$ cat src/rtl/hut_pkg.sv
package hut_pkg;
  localparam int unsigned LIMIT_W       = 8;
  localparam int unsigned DEFAULT_LIMIT = 16;
  localparam int unsigned SYNC_STAGES   = 2;
  typedef logic [LIMIT_W-1:0] limit_t;
endpackage

$ cat src/rtl/hut_index_sync.sv
module hut_index_sync #(
  parameter int unsigned STAGES = hut_pkg::SYNC_STAGES
) (
  input  logic clk,
  input  logic rst_n,
  input  logic index_raw,
  output logic rev_tick
);
  logic [STAGES-1:0] sync_q;
  logic [STAGES-1:0] sync_d;
  logic              prev_q;

  always_comb begin
    sync_d   = {sync_q[STAGES-2:0], index_raw};
    rev_tick = sync_q[STAGES-1] & ~prev_q;
  end

  always_ff @(posedge clk or negedge rst_n) begin
    if (!rst_n) begin
      sync_q <= '0;
      prev_q <= 1'b0;
    end else begin
      sync_q <= sync_d;
      prev_q <= sync_q[STAGES-1];
    end
  end

  // a single edge yields a single tick
  a_r5_single_tick: assert property (@(posedge clk) disable iff (!rst_n)
    rev_tick |=> !rev_tick);
endmodule

$ cat src/rtl/hut_limit_reg.sv
module hut_limit_reg
  import hut_pkg::*;
(
  input  logic   clk,
  input  logic   rst_n,
  input  logic   wr,
  input  limit_t val,
  output limit_t limit
);
  limit_t lim_q;
  limit_t lim_d;
  logic   wr_ok;

  always_comb begin
    wr_ok = wr && (val != '0);
    lim_d = wr_ok ? val : lim_q;
  end

  always_ff @(posedge clk or negedge rst_n) begin
    if (!rst_n) lim_q <= limit_t'(DEFAULT_LIMIT);
    else        lim_q <= lim_d;
  end

  assign limit = lim_q;

  // zero writes leave the limit unchanged
  a_r4_zero_ignored: assert property (@(posedge clk) disable iff (!rst_n)
    (wr && val == '0) |=> $stable(limit));
  // the limit is never zero
  a_r3_nonzero: assert property (@(posedge clk) disable iff (!rst_n)
    limit != '0);
endmodule

$ cat src/rtl/hut_idle_counter.sv
module hut_idle_counter
  import hut_pkg::*;
(
  input  logic   clk,
  input  logic   rst_n,
  input  logic   selected,
  input  logic   restart,
  input  logic   rev_tick,
  input  limit_t limit,
  output logic   expire
);
  localparam int unsigned CW = LIMIT_W + 1;

  limit_t       cnt_q;
  limit_t       cnt_d;
  logic [CW-1:0] cnt_next;

  always_comb begin
    cnt_next = {1'b0, cnt_q} + CW'(1);
    expire   = selected && !restart && rev_tick && (cnt_next >= {1'b0, limit});
    cnt_d    = cnt_q;
    if (!selected || restart || expire) cnt_d = '0;
    else if (rev_tick)                  cnt_d = cnt_next[LIMIT_W-1:0];
  end

  always_ff @(posedge clk or negedge rst_n) begin
    if (!rst_n) cnt_q <= '0;
    else        cnt_q <= cnt_d;
  end

  // count held at zero while deselected
  a_r9_hold_zero: assert property (@(posedge clk) disable iff (!rst_n)
    !selected |=> cnt_q == '0);
  // activity clears the idle count
  a_r6_restart: assert property (@(posedge clk) disable iff (!rst_n)
    restart |=> cnt_q == '0);
endmodule

$ cat src/rtl/rev_unload_timer.sv
module rev_unload_timer
  import hut_pkg::*;
(
  input  logic               clk,
  input  logic               rst_n,
  input  logic               index_raw,
  input  logic               select_stb,
  input  logic               xfer_stb,
  input  logic               limit_wr,
  input  logic [LIMIT_W-1:0] limit_val,
  output logic               head_load,
  output logic               drive_sel,
  output logic               unload_evt
);
  logic   rev_tick;
  logic   expire;
  logic   restart;
  limit_t limit;

  logic sel_q, sel_d;
  logic head_q, head_d;
  logic evt_q, evt_d;

  hut_index_sync #(.STAGES(SYNC_STAGES)) u_sync (
    .clk(clk), .rst_n(rst_n), .index_raw(index_raw), .rev_tick(rev_tick));

  hut_limit_reg u_limit (
    .clk(clk), .rst_n(rst_n), .wr(limit_wr), .val(limit_val), .limit(limit));

  hut_idle_counter u_count (
    .clk(clk), .rst_n(rst_n), .selected(sel_q), .restart(restart),
    .rev_tick(rev_tick), .limit(limit), .expire(expire));

  always_comb begin
    restart = select_stb | xfer_stb;
    sel_d   = sel_q;
    head_d  = head_q;
    if (select_stb) begin
      sel_d  = 1'b1;
      head_d = 1'b1;
    end else if (expire) begin
      sel_d  = 1'b0;
      head_d = 1'b0;
    end
    evt_d = expire;
  end

  always_ff @(posedge clk or negedge rst_n) begin
    if (!rst_n) begin
      sel_q  <= 1'b0;
      head_q <= 1'b0;
      evt_q  <= 1'b0;
    end else begin
      sel_q  <= sel_d;
      head_q <= head_d;
      evt_q  <= evt_d;
    end
  end

  assign head_load  = head_q;
  assign drive_sel  = sel_q;
  assign unload_evt = evt_q;

  // head and select move together
  a_r7_together: assert property (@(posedge clk) disable iff (!rst_n)
    head_load == drive_sel);
  // event lasts one clock
  a_r8_one_clock: assert property (@(posedge clk) disable iff (!rst_n)
    unload_evt |=> !unload_evt);
  // event coincides with release
  a_r8_with_release: assert property (@(posedge clk) disable iff (!rst_n)
    unload_evt |-> (!drive_sel && $past(drive_sel)));
  // select strobe always selects
  a_r10_select: assert property (@(posedge clk) disable iff (!rst_n)
    select_stb |=> drive_sel);
endmodule

$ cat config.mk
export PLATFORM = sky130hd
export DESIGN_NAME = rev_unload_timer
export DESIGN_NICKNAME = d
export VERILOG_FILES = /design/src/rtl/hut_pkg.sv /design/src/rtl/hut_index_sync.sv /design/src/rtl/hut_limit_reg.sv /design/src/rtl/hut_idle_counter.sv /design/src/rtl/rev_unload_timer.sv
export SDC_FILE = /design/constraint.sdc
export NUM_CORES = 1
export LEC_CHECK = 0
export BUFFER_PORTS_ARGS = -buffer_cell sky130_fd_sc_hd__buf_2
export CAP_MARGIN = 0
export CORE_UTILIZATION = 30
export CTS_BUF_LIST = sky130_fd_sc_hd__clkbuf_4 sky130_fd_sc_hd__clkbuf_8
export DETAILED_ROUTE_END_ITERATION = 12
export GPL_TIMING_DRIVEN = 1
export PLACE_DENSITY_LB_ADDON = 0.2
export SETUP_SLACK_MARGIN = 0.5
export SKIP_LAST_GASP = 1
export SLEW_MARGIN = 10
export SYNTH_ARGS = -nofsm -noshare
export SYNTH_HDL_FRONTEND = slang
export SYNTH_HIERARCHICAL = 1
export SYNTH_SLANG_ARGS = --single-unit
export TNS_END_PERCENT = 50
$ cat constraint.sdc
create_clock -name clk -period 3.2 [get_ports clk]
set_input_delay 0.48 -clock clk [delete_from_list [all_inputs] [get_ports clk]]
set_output_delay 0.48 -clock clk [all_outputs]
set_load 0.01 [all_outputs]
==> impl_metrics.toml <==
[worst_setup_path]
worst-path-max-fanout = 4
timing.rr.start = "u_count/cnt_q[1]"
rr_worst_depth = 11
crit_end = "u_count/cnt_q[5]"
critPathKind = "reg -> reg"
slowest_stage = "dfrtp_1"
path_delay_family = "compound AO/OA/AOI/OAI gates"
ff2ff_setup_slack_ns = 0.62
critical_path_buf_inv_count = 1
end_kind = "register"
worstPathCellList = "ha_4 -> nand3_2 -> or2_4 -> xnor2_1 -> ha_1 -> o21a_1 -> o22ai_2 -> o31ai_4 -> buf_4 -> nor3_1 -> a221o_1"
start_kind = "register"
cp.required_ns = 3.34
crit_arrival_ns = 2.72
r2r_end = "u_count/cnt_q[5]"
path_depth = 11
slowest_delay_ns = 0.44
worstSetupStartpoint = "u_count/cnt_q[1]"

[logic_synthesis]
syn-num-nets = 139
ys_seq_area_frac = 0.402
syn_inst = 116
ys_warn_count = 6
synth.avg_cell_area_sq_um = 11.3
synthArstFlopShare = 1.00
synth_top_family_by_area = "simple AND/OR/NAND/NOR gates"
synth_compound_area_frac = 0.174
synth-simple-area-share = 0.201
synthMuxAreaShare = 0.0612
synth_xor_xnor_area_share = 0.0402
synthesis.area_sq_um = 1310
synth_seq_cells = 21
synth_edf_count = 0
synth-adder-area-share = 0.0860
yosys_most_used_dff = "dfrtp_1"
ys_types = 38

[drt]
routedWlPerCell_um = 14.9
vias_per_cell = 5.22
wl_mm = 2.82
first_pass_iters = 4
num_vias = 986
ant_nets = 0
drt_iter0_markers = 38
drcViolationCount = 0

[cts]
cts_root_buf = "clkbuf_8"
clk_pin_slew_ns = 0.08
cts_sinks = 21
clockBufferDepth = 2
clock_latency_ns = 0.26
numCtsBuffers = 3
h-tree-depth = 1
postCtsHoldBufs = 0
cts_tree = "yes"

[global_routing]
antenna_found_initial = 0
grt_max_degree = 22
grt_pass1_vias = 959
overflow = 0
grt_usage = 0.140
grt_pass1_wl_mm = 4.69

[sta]
hold_violations = 0
timing.fmax_ghz = 0.388
timing.slew.headroom = 0.362
tns_ns = 0
finalSetupViolCount = 0
slew_violations = 0
post-route-period-util = 0.805
rsz0062_at_grt = "false"
final.setup_skew_ns = 0.000788
worstMarginPinSlew_ns = 0.954
fin_crit_ns = 2.58

[layout]
fill_cells = 410
stdcell_area_sq_um = 1550
finalNonFillerCells = 189
diodes = 0
syn_to_final_growth_pct = 18.6
fin_util = 0.380
drive_gt1_frac = 0.353
fin_nets = 163

[status]
status = "finished clean"

[floorplan]
start_util = 0.320
die_height_um = 68.1
core_area_sq_um = 4090
die-area_sq_um = 4630
fp.dieW_um = 68.1
std_cell_rows = 23
ios = 17

[place]
routabilityCongestion = 0.782
dp_cells = 179
dp_hpwl_mm = 2.08
placed_cell_area_sq_um = 1440
io_buffers = 16

[power_and_ir_drop]
p_leak_nw = 0.708
p_per_area_nw_per_um2 = 350
finalPower_uw = 543
vdd_drop_max_uv = 198

[worst_hold_path]
min_path_type = "in -> async"

[run]
cap_violations = 0
## worst min path at each step
stage	cells after the start	slack, ns	endpoint	startpoint
after floorplan	0	0.18	head_load	rst_n
after global placement	0	0.34	u_sync/sync_q[1]	u_sync/sync_q[0]
after detailed placement	0	0.35	u_sync/sync_q[1]	u_sync/sync_q[0]
after CTS	1	0.18	u_limit/limit[7]	rst_n
after global routing	1	0.20	u_limit/limit[7]	rst_n
final	1	0.16	u_limit/limit[6]	rst_n
## layer usage
metal  share of wire  track usage  vias to the layer above
li1                -            -                      480
met3           0.038       0.0400                        2
met5               0            0                        -
met1            0.47        0.185                      480
met4          0.0060       0.0313                        0
met2            0.48        0.227                       24
## layout make-up
type,count,area (sq um),share of cell area
clock buffer,3,41.3,0.0266
clock inverter,1,5.00,0.00322
inverter,8,30.0,0.0193
multi-input combinational,84,761,0.490
sequential,21,528,0.340
tap,50,62.6,0.0403
timing repair buffer,22,125,0.0806
## power by group
part	switching, mW	total (mW)	internal, mW
combinational	0.0416	0.0804	0.0387
clock	0.0862	0.173	0.0867
sequential	0.0104	0.290	0.279
total	0.138	0.543	0.405
## metrics by stage
stage               setup slack (ns)  hold slack (ns)
floorplan                      0.750            0.184
global placement               0.629            0.341
detailed placement             0.547            0.350
CTS                            0.531            0.181
global route                   0.483            0.198
finish                         0.623            0.163
## logic make-up after synthesis
| group | Yosys count |
|---|---|
| AOI/OAI and AO/OA | 25 |
| xor gates and xnor gates | 6 |
| adders and majority gates | 9 |
| buffers and inverters | 11 |
| DFF | 21 |
| muxes | 8 |
| and+or+nand+nor | 36 |
## flip-flops by register name, indices dropped and copies added (netlist names)
register and cells:
head_load 1, u_limit/limit 8, u_count/cnt_q 8, u_sync/prev_q 1
unload_evt 1, u_sync/sync_q 2
## synth_stat cells (2+ instances only)
master | instances | area (sq um)
dfrtp_1 | 20 | 500
mux2i_1 | 8 | 80.1
or4_4 | 2 | 22.5
nor3_1 | 3 | 15.0
o21a_1 | 2 | 15.0
ha_1 | 9 | 113
o21ai_1 | 8 | 40.0
inv_1 | 8 | 30.0
a221o_1 | 2 | 20.0
or4b_1 | 8 | 80.1
nand2_1 | 7 | 26.3
a22o_2 | 5 | 50.1
nor2_1 | 3 | 11.3
xnor2_1 | 5 | 43.8
nand3_1 | 3 | 15.0
## what timing repair did
| action | CTS | global route |
|---|---|---|
| setup endpoints to repair | 0 | 10 |
| buffers inserted | 0 | 6 |
| gates resized for setup | 0 | 6 |
## cells in the final DEF (no fill, tap or decap), drive strengths merged, types with 4 or more instances in the layout
cell,Yosys,routed
dfrtp,20,20
a22o,5,5
o21ai,8,8
nand2,7,7
nand3,4,4
ha,9,9
inv,8,8
xnor2,5,5
mux2i,8,8
buf,2,22
or4b,8,8
nor2,4,4
(Power assumes the default switching activity.)
